`config.mk`:
```
export PLATFORM = sky130hd
export DESIGN_NAME = trav_root_ctrl
export DESIGN_NICKNAME = d
export VERILOG_FILES = /design/src/rtl/trav_pkg.sv /design/src/rtl/trav_sat_acc.sv /design/src/rtl/trav_ack_collect.sv /design/src/rtl/trav_round_fsm.sv /design/src/rtl/trav_root_ctrl.sv
export SDC_FILE = /design/constraint.sdc
export NUM_CORES = 1
export LEC_CHECK = 0
export CAP_MARGIN = 0
export CORE_ASPECT_RATIO = 1.1
export CORE_MARGIN = 10
export CORE_UTILIZATION = 53
export CTS_CLUSTER_SIZE = 30
export DETAILED_ROUTE_END_ITERATION = 6
export PLACE_DENSITY = 0.8
export SLEW_MARGIN = 20
export SYNTH_ARGS = -nofsm -noshare
export SYNTH_HDL_FRONTEND = slang
export SYNTH_HIERARCHICAL = 1
export SYNTH_SLANG_ARGS = --single-unit
```
`constraint.sdc`:
```
create_clock -name clk -period 7.7 [get_ports clk]
set_input_delay 1.925 -clock clk [delete_from_list [all_inputs] [get_ports clk]]
set_output_delay 1.925 -clock clk [all_outputs]
set_load 0.02 [all_outputs]
```
`src/rtl/trav_pkg.sv`:
```
package trav_pkg;

   typedef enum logic [1:0] {
      ST_IDLE = 2'd0,
      ST_SEND = 2'd1,
      ST_WAIT = 2'd2,
      ST_EVAL = 2'd3
   } trav_state_t;

endpackage

```
`src/rtl/trav_sat_acc.sv`:
```
// Accumulator with load; the generate picks saturating or wrapping addition.
module trav_sat_acc #(
   parameter int IW  = 8,
   parameter int TW  = 8,
   parameter bit SAT = 1'b1
) (
   input  logic          clk,
   input  logic          rst_n,
   input  logic          load_i,
   input  logic [TW-1:0] load_val_i,
   input  logic          add_i,
   input  logic [IW-1:0] add_val_i,
   output logic [TW-1:0] val_o
);
   localparam int EW = ((TW > IW) ? TW : IW) + 1;

   logic [TW-1:0] acc_q;
   logic [TW-1:0] nxt;
   logic [EW-1:0] ext;

   assign ext = EW'(acc_q) + EW'(add_val_i);

   generate
      if (SAT) begin : g_sat
         assign nxt = (ext > EW'({TW{1'b1}})) ? {TW{1'b1}} : ext[TW-1:0];
      end else begin : g_wrap
         assign nxt = ext[TW-1:0];
      end
   endgenerate

   always_ff @(posedge clk or negedge rst_n) begin
      if (!rst_n)      acc_q <= '0;
      else if (load_i) acc_q <= load_val_i;
      else if (add_i)  acc_q <= nxt;
   end

   assign val_o = acc_q;
endmodule

```
`src/rtl/trav_ack_collect.sv`:
```
// Tracks which neighbours have answered this round and sums fresh counts.
module trav_ack_collect #(
   parameter int NB = 4,
   parameter int CW = 8,
   parameter int SW = CW + $clog2(NB + 1)
) (
   input  logic             clk,
   input  logic             rst_n,
   input  logic             clear_i,
   input  logic             enable_i,
   input  logic [NB-1:0]    ack_vld_i,
   input  logic [NB*CW-1:0] ack_cnt_i,
   output logic             all_o,
   output logic [SW-1:0]    sum_o
);
   logic [NB-1:0] got_q;
   logic [NB-1:0] take;

   generate
      for (genvar k = 0; k < NB; k++) begin : g_port
         assign take[k] = enable_i & ack_vld_i[k] & ~got_q[k];
      end
   endgenerate

   always_ff @(posedge clk or negedge rst_n) begin
      if (!rst_n)       got_q <= '0;
      else if (clear_i) got_q <= '0;
      else              got_q <= got_q | take;
   end

   assign all_o = enable_i & (&(got_q | take));

   always_comb begin
      sum_o = '0;
      for (int k = 0; k < NB; k++) begin
         if (take[k]) sum_o = sum_o + SW'(ack_cnt_i[k*CW +: CW]);
      end
   end
endmodule

```
`src/rtl/trav_round_fsm.sv`:
```
// Round sequencer: send, wait for all answers, evaluate, deepen or stop.
module trav_round_fsm
   import trav_pkg::*;
#(
   parameter int HW = 8
) (
   input  logic          clk,
   input  logic          rst_n,
   input  logic          start_i,
   input  logic          all_i,
   input  logic          zero_i,
   output trav_state_t   state_o,
   output logic [HW-1:0] hop_o,
   output logic          done_o
);
   localparam logic [HW-1:0] HOP_MAX = {HW{1'b1}};

   trav_state_t   st_q;
   logic [HW-1:0] hop_q;
   logic          done_q;
   logic          stop;

   assign stop = zero_i || (hop_q == HOP_MAX);

   always_ff @(posedge clk or negedge rst_n) begin
      if (!rst_n) begin
         st_q   <= ST_IDLE;
         hop_q  <= '0;
         done_q <= 1'b0;
      end else begin
         done_q <= 1'b0;
         unique case (st_q)
            ST_IDLE: if (start_i) begin
               st_q  <= ST_SEND;
               hop_q <= '0;
            end
            ST_SEND: st_q <= ST_WAIT;
            ST_WAIT: if (all_i) st_q <= ST_EVAL;
            ST_EVAL: begin
               if (stop) begin
                  st_q   <= ST_IDLE;
                  done_q <= 1'b1;
               end else begin
                  st_q  <= ST_SEND;
                  hop_q <= hop_q + 1'b1;
               end
            end
            default: st_q <= ST_IDLE;
         endcase
      end
   end

   assign state_o = st_q;
   assign hop_o   = hop_q;
   assign done_o  = done_q;
endmodule

```
`src/rtl/trav_root_ctrl.sv`:
```
module trav_root_ctrl
   import trav_pkg::*;
#(
   parameter int NB        = 4,
   parameter int CW        = 8,
   parameter int HW        = 8,
   parameter int TW        = 16,
   parameter bit TOTAL_SAT = 1'b1
) (
   input  logic             clk,
   input  logic             rst_n,
   input  logic             start_i,
   output logic [NB-1:0]    req_vld_o,
   output logic [HW-1:0]    req_hop_o,
   input  logic [NB-1:0]    ack_vld_i,
   input  logic [NB*CW-1:0] ack_cnt_i,
   output logic             done_o,
   output logic [TW-1:0]    total_o,
   output logic [HW-1:0]    hop_o
);
   localparam int SW = CW + $clog2(NB + 1);

   generate
      if (NB < 1) begin : g_bad_nb
         $error("trav_root_ctrl: NB must be at least 1");
      end
      if (CW < 1 || HW < 1) begin : g_bad_w
         $error("trav_root_ctrl: CW and HW must be at least 1");
      end
      if (TW < 2) begin : g_bad_tw
         $error("trav_root_ctrl: TW must be at least 2");
      end
   endgenerate

   trav_state_t   state;
   logic [HW-1:0] hop;
   logic          all_in;
   logic [SW-1:0] fresh_sum;
   logic [TW-1:0] round_sum;
   logic          in_send, in_wait, in_eval;

   assign in_send = (state == ST_SEND);
   assign in_wait = (state == ST_WAIT);
   assign in_eval = (state == ST_EVAL);

   trav_round_fsm #(.HW(HW)) u_fsm (
      .clk     (clk),
      .rst_n   (rst_n),
      .start_i (start_i),
      .all_i   (all_in),
      .zero_i  (round_sum == '0),
      .state_o (state),
      .hop_o   (hop),
      .done_o  (done_o)
   );

   trav_ack_collect #(.NB(NB), .CW(CW), .SW(SW)) u_col (
      .clk       (clk),
      .rst_n     (rst_n),
      .clear_i   (in_send),
      .enable_i  (in_wait),
      .ack_vld_i (ack_vld_i),
      .ack_cnt_i (ack_cnt_i),
      .all_o     (all_in),
      .sum_o     (fresh_sum)
   );

   trav_sat_acc #(.IW(SW), .TW(TW), .SAT(1'b1)) u_round (
      .clk        (clk),
      .rst_n      (rst_n),
      .load_i     (in_send),
      .load_val_i ('0),
      .add_i      (in_wait),
      .add_val_i  (fresh_sum),
      .val_o      (round_sum)
   );

   trav_sat_acc #(.IW(TW), .TW(TW), .SAT(TOTAL_SAT)) u_total (
      .clk        (clk),
      .rst_n      (rst_n),
      .load_i     ((state == ST_IDLE) && start_i),
      .load_val_i (TW'(1)),
      .add_i      (in_eval),
      .add_val_i  (round_sum),
      .val_o      (total_o)
   );

   assign req_vld_o = {NB{in_send}};
   assign req_hop_o = hop;
   assign hop_o     = hop;
endmodule

```
Word level (Yosys, flattened, before mapping)
Cells that the tools add are included.
{ "word_totals": {"elab_cells": 65, "regBits": 47, "ram_bits": 0, "latchBits": 0, "rom_bits": 0, "output_inout_bits": 37, "n_memories": 0, "input_bits": 39} }
{ "classes": {"n_eq_ne": 7, "multipliers": 0, "bitwise_logic": 14, "add_sub_neg": 6, "shift": 0, "n_div": 0, "n_reduce_logical": 10, "order_cmp": 2, "muxes": 20} }
{ "op_table": {"columns": ["cell", "count"], "rows": [
  ["2-to-1 mux 16 bit", 6],
  ["greater-than comparator 17 x 16 -> 1 bit, second input constant", 2],
  ["2-to-1 mux 11 bit", 3],
  ["2-to-1 mux 8 bit", 3],
  ["adder 11 x 8 -> 11 bit", 2],
  ["adder 16 x 11 -> 17 bit", 1],
  ["adder 16 x 16 -> 17 bit", 1],
  ["zero test 16 bit", 1],
  ["case mux 8 bit (2 select lines)", 1],
  ["adder 8 x 8 -> 9 bit", 1],
  ["bitwise AND 1 bit", 9],
  ["adder 8 x 1 -> 8 bit, second input constant", 1],
  ["equality test 8 bit, second input constant", 1],
  ["case mux 2 bit (4 select lines)", 1],
  ["inequality test 2 bit, second input constant", 3],
  ["nonzero test 2 bit", 3],
  ["equality test 2 bit, second input constant", 2],
  ["2-to-1 mux 2 bit", 2],
  ["2-to-1 mux 4 bit", 1],
  ["inverter 1 bit", 4],
  ["OR 4 bit", 1],
  ["AND reduction 4 bit", 1],
  ["2-to-1 mux 1 bit", 3],
  ["AND reduction 3 bit", 1],
  ["5 further kinds", 5]
]} }

Longest topological paths before layout
Gate-level depths: netlist of run 1.
{ "depth": {"word_depth": 15, "ltp_mapped": 32, "mapped_depth_nobuf": 31} }

Modules after synthesis
Netlist of run 1, hierarchy kept.
{ "modules_own_cells": {"columns": ["mod", "cells_each", "n_inst", "area_per_inst_um2", "seq_area_each_um2"], "rows": [
  ["trav_ack_collect", 227, 1, 1727.9, 100.1],
  ["trav_sat_acc (u_total)", 169, 1, 1514.0, 400.4],
  ["trav_sat_acc (u_round)", 161, 1, 1348.8, 400.4],
  ["trav_round_fsm", 70, 1, 684.4, 275.3],
  ["trav_root_ctrl", 23, 1, 157.7, 0.0]
]} }

Worst setup path before layout of run 1
No wires, ideal clock.
{ "synth_path": {"path_kind": "input port to flip-flop", "from": "input port ack_vld_i[0]", "to": "register u_round.acc_q[14] (netlist: u_round/val_o[14])", "setup_ns": 0.094, "t_required_ns": 7.606, "slack_ns": 0.347, "n_path_buf": 1, "arrival_ns": 7.260, "path_stages": 29, "path_cell_list": "nand2_1 -> nor2_1 -> clkbuf_1 -> and2_1 -> ha_1 -> a21oi_4 -> a221oi_2 -> or4_1 -> a31o_1 -> ha_1 -> or2_2 -> o21a_1 -> a21oi_1 -> xnor2_1 -> a21oi_1 -> nand2_1 -> ha_1 -> and2_1 -> o21bai_1 -> o31ai_1 -> nand4bb_1 -> o211ai_1 -> ha_1 -> a21o_1 -> o21bai_1 -> and2_0 -> a311o_1 -> and3_1 -> a211oi_1"} }
{ "synth_via": {"elab_chain_cells": 14} }
{ "synth_rtl": {"columns": ["item", "line_no", "source"], "rows": [
  ["from (decl)", "trav_root_ctrl.sv:15", "input logic [NB-1:0] ack_vld_i,"],
  ["bitwise AND 1 bit (*) (2 in a row)", "trav_ack_collect.sv:21", "assign take[k] = enable_i & ack_vld_i[k] & ~got_q[k];"],
  ["2-to-1 mux 8 bit (*)", "trav_ack_collect.sv:36", "if (take[k]) sum_o = sum_o + SW'(ack_cnt_i[k*CW +: CW]);"],
  ["adder 8 x 8 -> 9 bit", "trav_ack_collect.sv:36", null],
  ["2-to-1 mux 11 bit (*)", "trav_ack_collect.sv:36", null],
  ["adder 11 x 8 -> 11 bit", "trav_ack_collect.sv:36", null],
  ["2-to-1 mux 11 bit (*)", "trav_ack_collect.sv:36", null],
  ["adder 11 x 8 -> 11 bit", "trav_ack_collect.sv:36", null],
  ["2-to-1 mux 11 bit (*)", "trav_ack_collect.sv:36", null],
  ["via fresh_sum[9]", "trav_root_ctrl.sv:38", "logic [SW-1:0] fresh_sum;"],
  ["adder 16 x 11 -> 17 bit (*)", "trav_sat_acc.sv:21", "assign ext = EW'(acc_q) + EW'(add_val_i);"],
  ["greater-than comparator 17 x 16 -> 1 bit", "trav_sat_acc.sv:25", "assign nxt = (ext > EW'({TW{1'b1}})) ? {TW{1'b1}} : ext[TW-1:0];"],
  ["2-to-1 mux 16 bit (*)", "trav_sat_acc.sv:25", null],
  ["2-to-1 mux 16 bit (*)", "trav_sat_acc.sv:34", "else if (add_i) acc_q <= nxt;"],
  ["2-to-1 mux 16 bit (*)", "trav_sat_acc.sv:33", "else if (load_i) acc_q <= load_val_i;"],
  ["to (signal assigned)", "trav_sat_acc.sv:33", null],
  ["to (signal assigned)", "trav_sat_acc.sv:34", null],
  ["to (decl)", "trav_sat_acc.sv:17", "logic [TW-1:0] acc_q;"]
]} }
The timed path passes the listed nets; every way through them passes the cells marked *. The select of a mux whose other input is x is not followed.
A chain may end at the register's enable or synchronous reset.

Worst setup path after layout of run 1
{ "layout_path": {"from": "input port ack_vld_i[0]", "to": "register u_round.acc_q[7] (netlist: u_round/val_o[7])"} }
{ "layout_via": {"elab_chain_cells": 14} }
{ "layout_rtl": {"columns": ["item", "line_no"], "rows": [
  ["bitwise AND 1 bit (*) (2 in a row)", "trav_ack_collect.sv:21"],
  ["2-to-1 mux 8 bit (*)", "trav_ack_collect.sv:36"],
  ["adder 8 x 8 -> 9 bit", "trav_ack_collect.sv:36"],
  ["2-to-1 mux 11 bit (*)", "trav_ack_collect.sv:36"],
  ["adder 11 x 8 -> 11 bit", "trav_ack_collect.sv:36"],
  ["2-to-1 mux 11 bit (*)", "trav_ack_collect.sv:36"],
  ["adder 11 x 8 -> 11 bit", "trav_ack_collect.sv:36"],
  ["2-to-1 mux 11 bit (*)", "trav_ack_collect.sv:36"],
  ["via fresh_sum[9]", "trav_root_ctrl.sv:38"],
  ["adder 16 x 11 -> 17 bit (*)", "trav_sat_acc.sv:21"],
  ["greater-than comparator 17 x 16 -> 1 bit (*)", "trav_sat_acc.sv:25"],
  ["2-to-1 mux 16 bit (*)", "trav_sat_acc.sv:25"],
  ["2-to-1 mux 16 bit (*)", "trav_sat_acc.sv:34"],
  ["2-to-1 mux 16 bit (*)", "trav_sat_acc.sv:33"]
]} }
Marks and branches as above.

==> results of run 1 <==
-- synth_stat cells (11+ instances only) --
cell type | count | share of area (%)
xnor2_1 | 19 | 3.1
ha_1 | 55 | 13
a211oi_1 | 11 | 1.5
buf_4 | 12 | 1.7
xor2_1 | 13 | 2.1
a21oi_1 | 46 | 4.2
o21a_1 | 11 | 1.5
clkbuf_1 | 12 | 0.83
a21o_1 | 13 | 1.8
nand2_1 | 51 | 3.5
o21ai_0 | 26 | 2.4
nor2_1 | 40 | 2.8
and2_1 | 12 | 1.4
inv_1 | 29 | 2.0
o22ai_1 | 14 | 1.6
nor3_1 | 13 | 1.2
o21ai_1 | 22 | 2.0
a31oi_1 | 12 | 1.4
nor2b_1 | 13 | 1.5
dfrtp_1 | 47 | 22
nand3_1 | 14 | 1.3
-- per-stage QoR --
step	instances	TNS (ns)	power [mW]
2_1_floorplan	680	0	2.139
3_3_place_gp	898	-4.644	2.630
3_5_place_dp	898	-8.363	2.712
4_1_cts	909	0	2.940
5_1_grt	914	-0.1473	3.304
6_report	914	0	3.036
-- worst max-delay path by stage --
stage | to | slack [ns] | cells after the start
global route | u_round/val_o[7]$_DFFE_PN0P_ | -0.05 | 31
global placement | u_round/val_o[13]$_DFFE_PN0P_ | -0.41 | 31
detailed placement | u_round/val_o[13]$_DFFE_PN0P_ | -0.66 | 30
CTS | u_round/val_o[14]$_DFFE_PN0P_ | 0.01 | 30
floorplan | u_round/val_o[14]$_DFFE_PN0P_ | 0.35 | 29
finish | u_round/val_o[7]$_DFFE_PN0P_ | 0.17 | 33
-- power by group --
group	total, mW	switching, mW	internal (mW)
logic	2.34	1.24	1.10
clock network	0.194	0.0958	0.0985
registers	0.506	0.144	0.362
total	3.04	1.48	1.56
-- repair_timing --
item / CTS / global route
resized for setup: 9 / 37
setup buffers: 3 / 5
pin swaps: 3 / 28
endpoints found under the setup margin: 16 / 16
-- tightest hold or removal path, delay by kind of cell, from the launching register on --
family | cells | cell delay (ns)
AOI/OAI and AO/OA | 1 | 0.05
and+or+nand+nor | 1 | 0.07
DFF | 1 | 0.39
-- registers in the layout, indices dropped and copies added, names as in the netlist --
register / count
u_round/val_o: 16
u_total/val_o: 16
u_fsm/hop_o: 8
u_col/got_q: 4
u_fsm/state_o: 2
u_fsm/done_o: 1
-- per-layer routing --
layer / track usage, % / wire length, um / up-vias / part of all wire, %
met3: 3.751 / 765 / 31 / 5.2
met1: 22.02 / 6274 / 2544 / 42
li1: - / - / 2656 / -
met2: 34.48 / 7450 / 166 / 50
met5: 0 / 0 / - / 0
met4: 6.405 / 338 / 0 / 2.3
-- area by class of cell --
class,instances,area (um2)
clock buffers,5,68.82
clock inverters,3,47.55
fillers,779,2836
inverters,29,108.9
multi-input cells,572,4315
flip-flops and latches,47,1176
well taps,120,150.1
repair buffers,138,1234
-- cells by family after synthesis --
kind of cell / share of synthesized area, %
AND/OR/NAND/NOR: 20.29
AO/OA/AOI/OAI: 28.81
other: 0.1382
multiplexers: 3.777
XOR/XNOR: 5.159
flip-flops: 21.65
buffers and inverters: 5.665
adder cells (fa/ha/maj): 14.51
==> reports/qor.txt, run 1 <==
Clock transition at path regs: 0.11 ns
Clock skew after layout: 0.01555 ns
Routed Antenna Nets: 0
Launch point of the worst hold path: u_col/got_q[3]$_DFF_PN0_
Root buf cell: clkbuf_8
Ys async rst share: 100.0%
Final Cell Area: 0.007101 mm2
Pins over their slew limit: 0
Max-Cap Viols: 0
Setup CP Type: in2reg
Crit-path max cell delay: 0.50 ns
Tmin final: 7.532 ns
Critical path buffer and inverter count: 5
Syn Inst Count: 650
Clock sinks: 47
Hold Path Sink: u_col/got_q[3]$_DFF_PN0_
Starting density of the core: 54.67%
R2R Setup Slk: 1.49 ns
Routability congestion estimate: 0.9168
Period Utilization, post-route: 97.82%
Cell Pwr Density: 427.5 mW/mm2
Least-Margin Pin Slew: 0.8925 ns
Final Hold Viols: 0
DR pass1 iterations: 5
Largest net degree at the start of global routing: 48
RR Endpoint: u_round/val_o[7]$_DFFE_PN0P_
Critical path's most frequent cell: a21o_1
Initial DRC Count: 298
Worst skew pair latency: 0.33 ns
Synth warn: 6
Yosys reg bits: 47
Worst Hold Class: reg2reg
Syn Area/Cell: 8.358 um2
Hold path depth: 2
I/O pin count: 76
Area grow syn2layout: 30.70%
Status: finished clean
Vias in the first global route: 5305
Main flop type after synthesis: dfrtp_1
WL/cell: 16.23 um
Cell area after technology mapping: 0.005433 mm2
Row count: 38
DRC Markers: 0
Peak VDD IR: 0.3160 mV
Dpl hpwl: 11460 um
Crit-path max FO: 10
Maximum clock path buffer count: 2
H-tree depth: 2
Endpoints failing setup: 0
Most common cell after layout, fill and taps aside: clkdlybuf4s50_1
CTS Buf Count: 5
First-pass GRT wire length: 23990 um
Commonest cells after routing, fill and taps aside: clkdlybuf4s50_1 (74), buf_4 (63), nand2_1 (50), dfrtp_1 (47), ha_1 (45)
CP max stage cell: clkdlybuf4s50_1
Placed cell area: 0.006663 mm2
IO Port Bufs: 75
Share of cells above drive strength 1: 20.40%
Crit path launch type: input pin
Fin worst setup slack: 0.1679 ns
Sequential area share after synthesis: 21.65%
Initial antenna violation count: 0
Worst path top cell family by delay: compound AO/OA/AOI/OAI gates
Critical Path RT: 7.89 ns
Die W: 116.5 um
Via count: 5397
Post-Place Setup Slack: -0.6551 ns
EDFF count, synth: 0
Headroom to the max-slew limit: 40.50%
Worst Hold Margin: 0.5410 ns
Nets@finish: 892
CP endpoint kind: register
Average vias per placed instance: 5.905
Total track usage: 19.22%
Grt ovf: 0
Core area: 0.009937 mm2
Inserted Diodes: 0
Die height: 126.2 um
Cts hold-fix bufs: 0
Cell variety after synth: 86
Max Clock Freq: 132.8 MHz
FF-to-FF path depth: 33
P_leak: 3.054 nW
DIE AREA: 0.01470 mm2
Layout Utilization: 71.46%
CP Launch Point: ack_vld_i[0]
Worst R2R Start: u_fsm/state_o[1]$_DFFE_PN0P_
Total Wirelength: 14830 um
Worst EP arrival: 7.73 ns
CTS tree: done
Note: power is estimated with default switching activity, not from simulation.
==> run 2: changes to the inputs <==
Settings changed: CORE_ASPECT_RATIO 1.1 to unset.
==> reports/qor.txt, run 2 (synthesis gave the netlist of run 1 again) <==
Worst Hold Class: reg2reg
CP max stage cell: clkdlybuf4s50_1
Least-Margin Pin Slew: 0.8889 ns
Initial antenna violation count: 0
Worst skew pair latency: 0.31 ns
Initial DRC Count: 452
FF-to-FF path depth: 30
WL/cell: 15.94 um
RR Endpoint: u_round/val_o[10]$_DFFE_PN0P_
TNS Setup: 0 ns
CTS Buf Count: 5
Row count: 36
R2R Setup Slk: 1.38 ns
Tmin final: 7.379 ns
Die W: 121.2 um
Crit-path max FO: 5
Clock skew after layout: 0.01200 ns
DRC Markers: 0
Clock transition at path regs: 0.09 ns
Worst Hold Margin: 0.5260 ns
Total Wirelength: 14800 um
Grt ovf: 0
Die height: 121.2 um
H-tree depth: 2
Period Utilization, post-route: 95.83%
Layout Utilization: 71.44%
Via count: 5404
Max Clock Freq: 135.5 MHz
Critical path's most frequent cell: buf_4
Hold path depth: 2
Placed cell area: 0.006709 mm2
Max-Cap Viols: 0
DIE AREA: 0.01470 mm2
Inserted Diodes: 0
Critical Path RT: 7.92 ns
Launch point of the worst hold path: u_col/got_q[3]$_DFF_PN0_
CTS tree: done
Largest net degree at the start of global routing: 48
Dpl hpwl: 11340 um
Core area: 0.009864 mm2
Crit-path max cell delay: 0.45 ns
CP endpoint kind: register
Pins over their slew limit: 0
Setup CP Type: in2reg
Area grow syn2layout: 29.71%
Worst R2R Start: u_fsm/state_o[1]$_DFFE_PN0P_
Cell Pwr Density: 430.4 mW/mm2
Commonest cells after routing, fill and taps aside: clkdlybuf4s50_1 (73), buf_4 (63), nand2_1 (50), ha_1 (49), dfrtp_1 (47)
DR pass1 iterations: 5
Root buf cell: clkbuf_8
Endpoints failing setup: 0
Overall power: 3.033 mW
Starting density of the core: 55.07%
Maximum clock path buffer count: 2
Hold Path Sink: u_col/got_q[3]$_DFF_PN0_
Peak VDD IR: 0.3105 mV
Share of cells above drive strength 1: 20.25%
Most common cell after layout, fill and taps aside: clkdlybuf4s50_1
Total track usage: 18.96%
Status: finished clean
IO Port Bufs: 75
P_leak: 3.062 nW
I/O pin count: 76
First-pass GRT wire length: 24000 um
Crit path launch type: input pin
Routability congestion estimate: 0.9910
Routed Antenna Nets: 0
Worst EP arrival: 7.60 ns
Average vias per placed instance: 5.823
Final Cell Area: 0.007047 mm2
Clock sinks: 47
Headroom to the max-slew limit: 40.74%
Vias in the first global route: 5238
Final Hold Viols: 0
RSZ-0062 raised after global routing: no
Nets@finish: 893
-- run 2: changes by cell type in the layout (fill, tap and decap cells not counted), sizes merged --
cell	change
buf	+1
dlymetal6s2s	+1
inv	-1
bufinv	-1
clkbuf	+2
clkdlybuf4s50	-1
-- run 2: metal layers --
layer,part of all wire [%],GRT usage [%],up-vias
met3,5.2,2.932,24
met5,0,0,-
met4,1.7,4.620,0
met2,51,34.08,156
met1,43,23.03,2553
li1,-,-,2671
-- run 2: worst max-delay path, delay by kind of cell --
| kind | cells | cell delay (ns) |
|---|---|---|
| AOI/OAI and AO/OA | 9 | 2.04 |
| xor gates and xnor gates | 3 | 0.48 |
| and+or+nand+nor | 5 | 0.51 |
| buffers and inverters | 6 | 1.15 |
| adders and majority gates | 5 | 1.46 |
-- run 2: final cells by class --
class	count	area, um2
flip-flops and latches	47	1176
well taps	133	166.4
clock inverters	1	5.005
clock buffers	7	76.32
fillers	768	2818
repair buffers	139	1239
inverters	29	108.9
multi-input cells	572	4275
-- run 2: worst max path at each step --
stage | depth (start not counted) | startpoint | slack (ns) | to
after detailed placement | 31 | ack_vld_i[0] | -0.64 | u_round/val_o[13]$_DFFE_PN0P_
after global routing | 31 | ack_cnt_i[2] | 0.04 | u_round/val_o[10]$_DFFE_PN0P_
after CTS | 26 | ack_vld_i[0] | 0.02 | u_round/val_o[14]$_DFFE_PN0P_
final | 28 | ack_cnt_i[0] | 0.32 | u_round/val_o[10]$_DFFE_PN0P_
after floorplan | 29 | ack_vld_i[0] | 0.35 | u_round/val_o[14]$_DFFE_PN0P_
after global placement | 31 | ack_vld_i[0] | -0.43 | u_round/val_o[13]$_DFFE_PN0P_
-- run 2: repair_timing --
item	CTS	global route
endpoints found under the setup margin	16	16
buffers inserted	1	4
pin swaps	3	26
hold buffers	0	0
gates resized for setup	10	40
-- run 2: metrics by stage --
step / setup WS [ns] / instances
floorplan: 0.3465 / 680
global placement: -0.4345 / 915
detailed placement: -0.6448 / 915
CTS: 0.02375 / 924
global route: 0.04317 / 928
finish: 0.3211 / 928
-- run 2: power by group --
part	internal [mW]	switching (mW)	leakage [nW]
logic	1.11	1.27	2.46
registers	0.362	0.144	0.561
clock network	0.0639	0.0842	0.0422
total	1.53	1.50	3.06
==> run 3: changes to the inputs <==
Settings changed: CELL_PAD_IN_SITES_DETAIL_PLACEMENT set to 0, CELL_PAD_IN_SITES_GLOBAL_PLACEMENT set to 1, CORE_ASPECT_RATIO set to 1.25, CORE_UTILIZATION 53 to 42, GPL_ROUTABILITY_DRIVEN set to 0, PLACE_DENSITY 0.8 to 0.84.
==> reports/qor.txt, run 3 (synthesis gave the netlist of run 1 again) <==
Status: finished clean
Clock skew after layout: 0.007258 ns
CTS Buf Count: 5
Total Wirelength: 15560 um
P_leak: 3.138 nW
Initial antenna violation count: 0
Initial DRC Count: 319
Core area: 0.01266 mm2
Endpoints failing setup: 0
DR pass1 iterations: 6
Vias in the first global route: 5308
Largest net degree at the start of global routing: 48
Inserted Diodes: 0
Starting density of the core: 42.91%
Worst skew pair latency: 0.29 ns
Total track usage: 16.68%
Worst Hold Class: reg2reg
Average vias per placed instance: 5.493
CP endpoint kind: register
Share of cells above drive strength 1: 22.70%
Clock sinks: 47
Critical Path RT: 7.92 ns
DRC Markers: 0
IO Port Bufs: 75
Overall power: 3.119 mW
Crit-path max FO: 5
Clock transition at path regs: 0.07 ns
WL/cell: 15.98 um
Pins over their slew limit: 0
CTS tree: done
Least-Margin Pin Slew: 0.8494 ns
H-tree depth: 2
Nets@finish: 904
Most common cell after layout, fill and taps aside: buf_4
Headroom to the max-slew limit: 43.37%
Maximum clock path buffer count: 2
Commonest cells after routing, fill and taps aside: buf_4 (76), clkdlybuf4s50_1 (73), nand2_1 (50), dfrtp_1 (47), ha_1 (46)
First-pass GRT wire length: 25380 um
Worst EP arrival: 7.51 ns
Die W: 121.7 um
Tmin final: 7.290 ns
DIE AREA: 0.01791 mm2
Period Utilization, post-route: 94.67%
Area grow syn2layout: 34.13%
Dpl hpwl: 11950 um
Peak VDD IR: 0.3322 mV
Routed Antenna Nets: 0
Via count: 5350
Final Hold Viols: 0
Cell Pwr Density: 428.0 mW/mm2
Worst Hold Margin: 0.5191 ns
Root buf cell: clkbuf_16
I/O pin count: 76
Crit path launch type: input pin
Row count: 46
Setup CP Type: in2reg
Max Clock Freq: 137.2 MHz
Max-Cap Viols: 0
Grt ovf: 0
RSZ-0062 raised after global routing: no
Layout Utilization: 57.55%
Die height: 147.2 um
## run 3: timing repair
item                                    CTS  global route
resized for setup                         6            54
gates cloned                              0             0
setup buffers                             0            15
hold buffers                              0             0
pin swaps                                 1            30
endpoints found under the setup margin   15            16
## run 3: cell type report
| type | count | area, um2 |
|---|---|---|
| sequential | 47 | 1176 |
| fill | 1159 | 5375 |
| clock buffer | 6 | 138.9 |
| inverter | 29 | 108.9 |
| tap | 168 | 210.2 |
| multi-input combinational | 572 | 4323 |
| clock inverter | 2 | 16.27 |
| timing repair buffer | 150 | 1314 |
## run 3: final timing paths
kind / end / cells past startpoint / start / slack, ns
min in group asynchronous: u_fsm/done_o$_DFF_PN0_ / 1 / rst_n / 1.65
min reg2reg: u_col/got_q[3]$_DFF_PN0_ / 2 / u_col/got_q[3]$_DFF_PN0_ / 0.52
max in group asynchronous: u_total/val_o[1]$_DFFE_PN0P_ / 1 / rst_n / 5.63
max: u_round/val_o[14]$_DFFE_PN0P_ / 27 / ack_cnt_i[2] / 0.41
max reg2reg: u_round/val_o[13]$_DFFE_PN0P_ / 29 / u_fsm/state_o[1]$_DFFE_PN0P_ / 1.44
min: u_col/got_q[3]$_DFF_PN0_ / 2 / u_col/got_q[3]$_DFF_PN0_ / 0.52
## run 3: power breakdown
part | switching, mW | internal (mW)
clock | 0.0960 | 0.130
combinational | 1.26 | 1.13
sequential | 0.149 | 0.363
## run 3: critical path: stages
cell and delay, ns:
clkdlybuf4s50_1 0.49, and2_4 0.16, ha_4 0.21, a21oi_4 0.19
a221oi_2 0.08, or4_1 0.48, a31o_1 0.22, ha_1 0.20
or2_2 0.32, o21a_1 0.21, a21oi_2 0.16, xnor2_1 0.09
a21oi_2 0.15, nand2_1 0.10, ha_4 0.24, and2_1 0.16
o21bai_1 0.18, o31ai_2 0.10, nand4bb_1 0.13, o211ai_1 0.10
ha_1 0.33, a21o_1 0.19, o21bai_2 0.20, and2_0 0.16
a311o_1 0.34, and3_1 0.19, a211oi_2 0.20
## run 3: through the flow
| step | worst slack (ns) | instance area (um2) | TNS (ns) | instances |
|---|---|---|---|---|
| global route | 0.1387 | 7287 | 0 | 974 |
| finish | 0.4105 | 7287 | 0 | 974 |
| floorplan | 0.3465 | 5545 | 0 | 680 |
| CTS | 0.002590 | 6935 | 0 | 959 |
| global placement | -0.3734 | 6763 | -3.941 | 951 |
| detailed placement | -0.4536 | 6763 | -5.693 | 951 |
## run 3: routing by layer
| layer | GRT usage, % | vias up | part of all wire (%) |
|---|---|---|---|
| met5 | 0 | - | 0 |
| met4 | 5.078 | 0 | 1.9 |
| met3 | 3.106 | 21 | 4.2 |
| met2 | 29.61 | 132 | 51 |
| met1 | 19.60 | 2516 | 42 |
| li1 | - | 2681 | - |
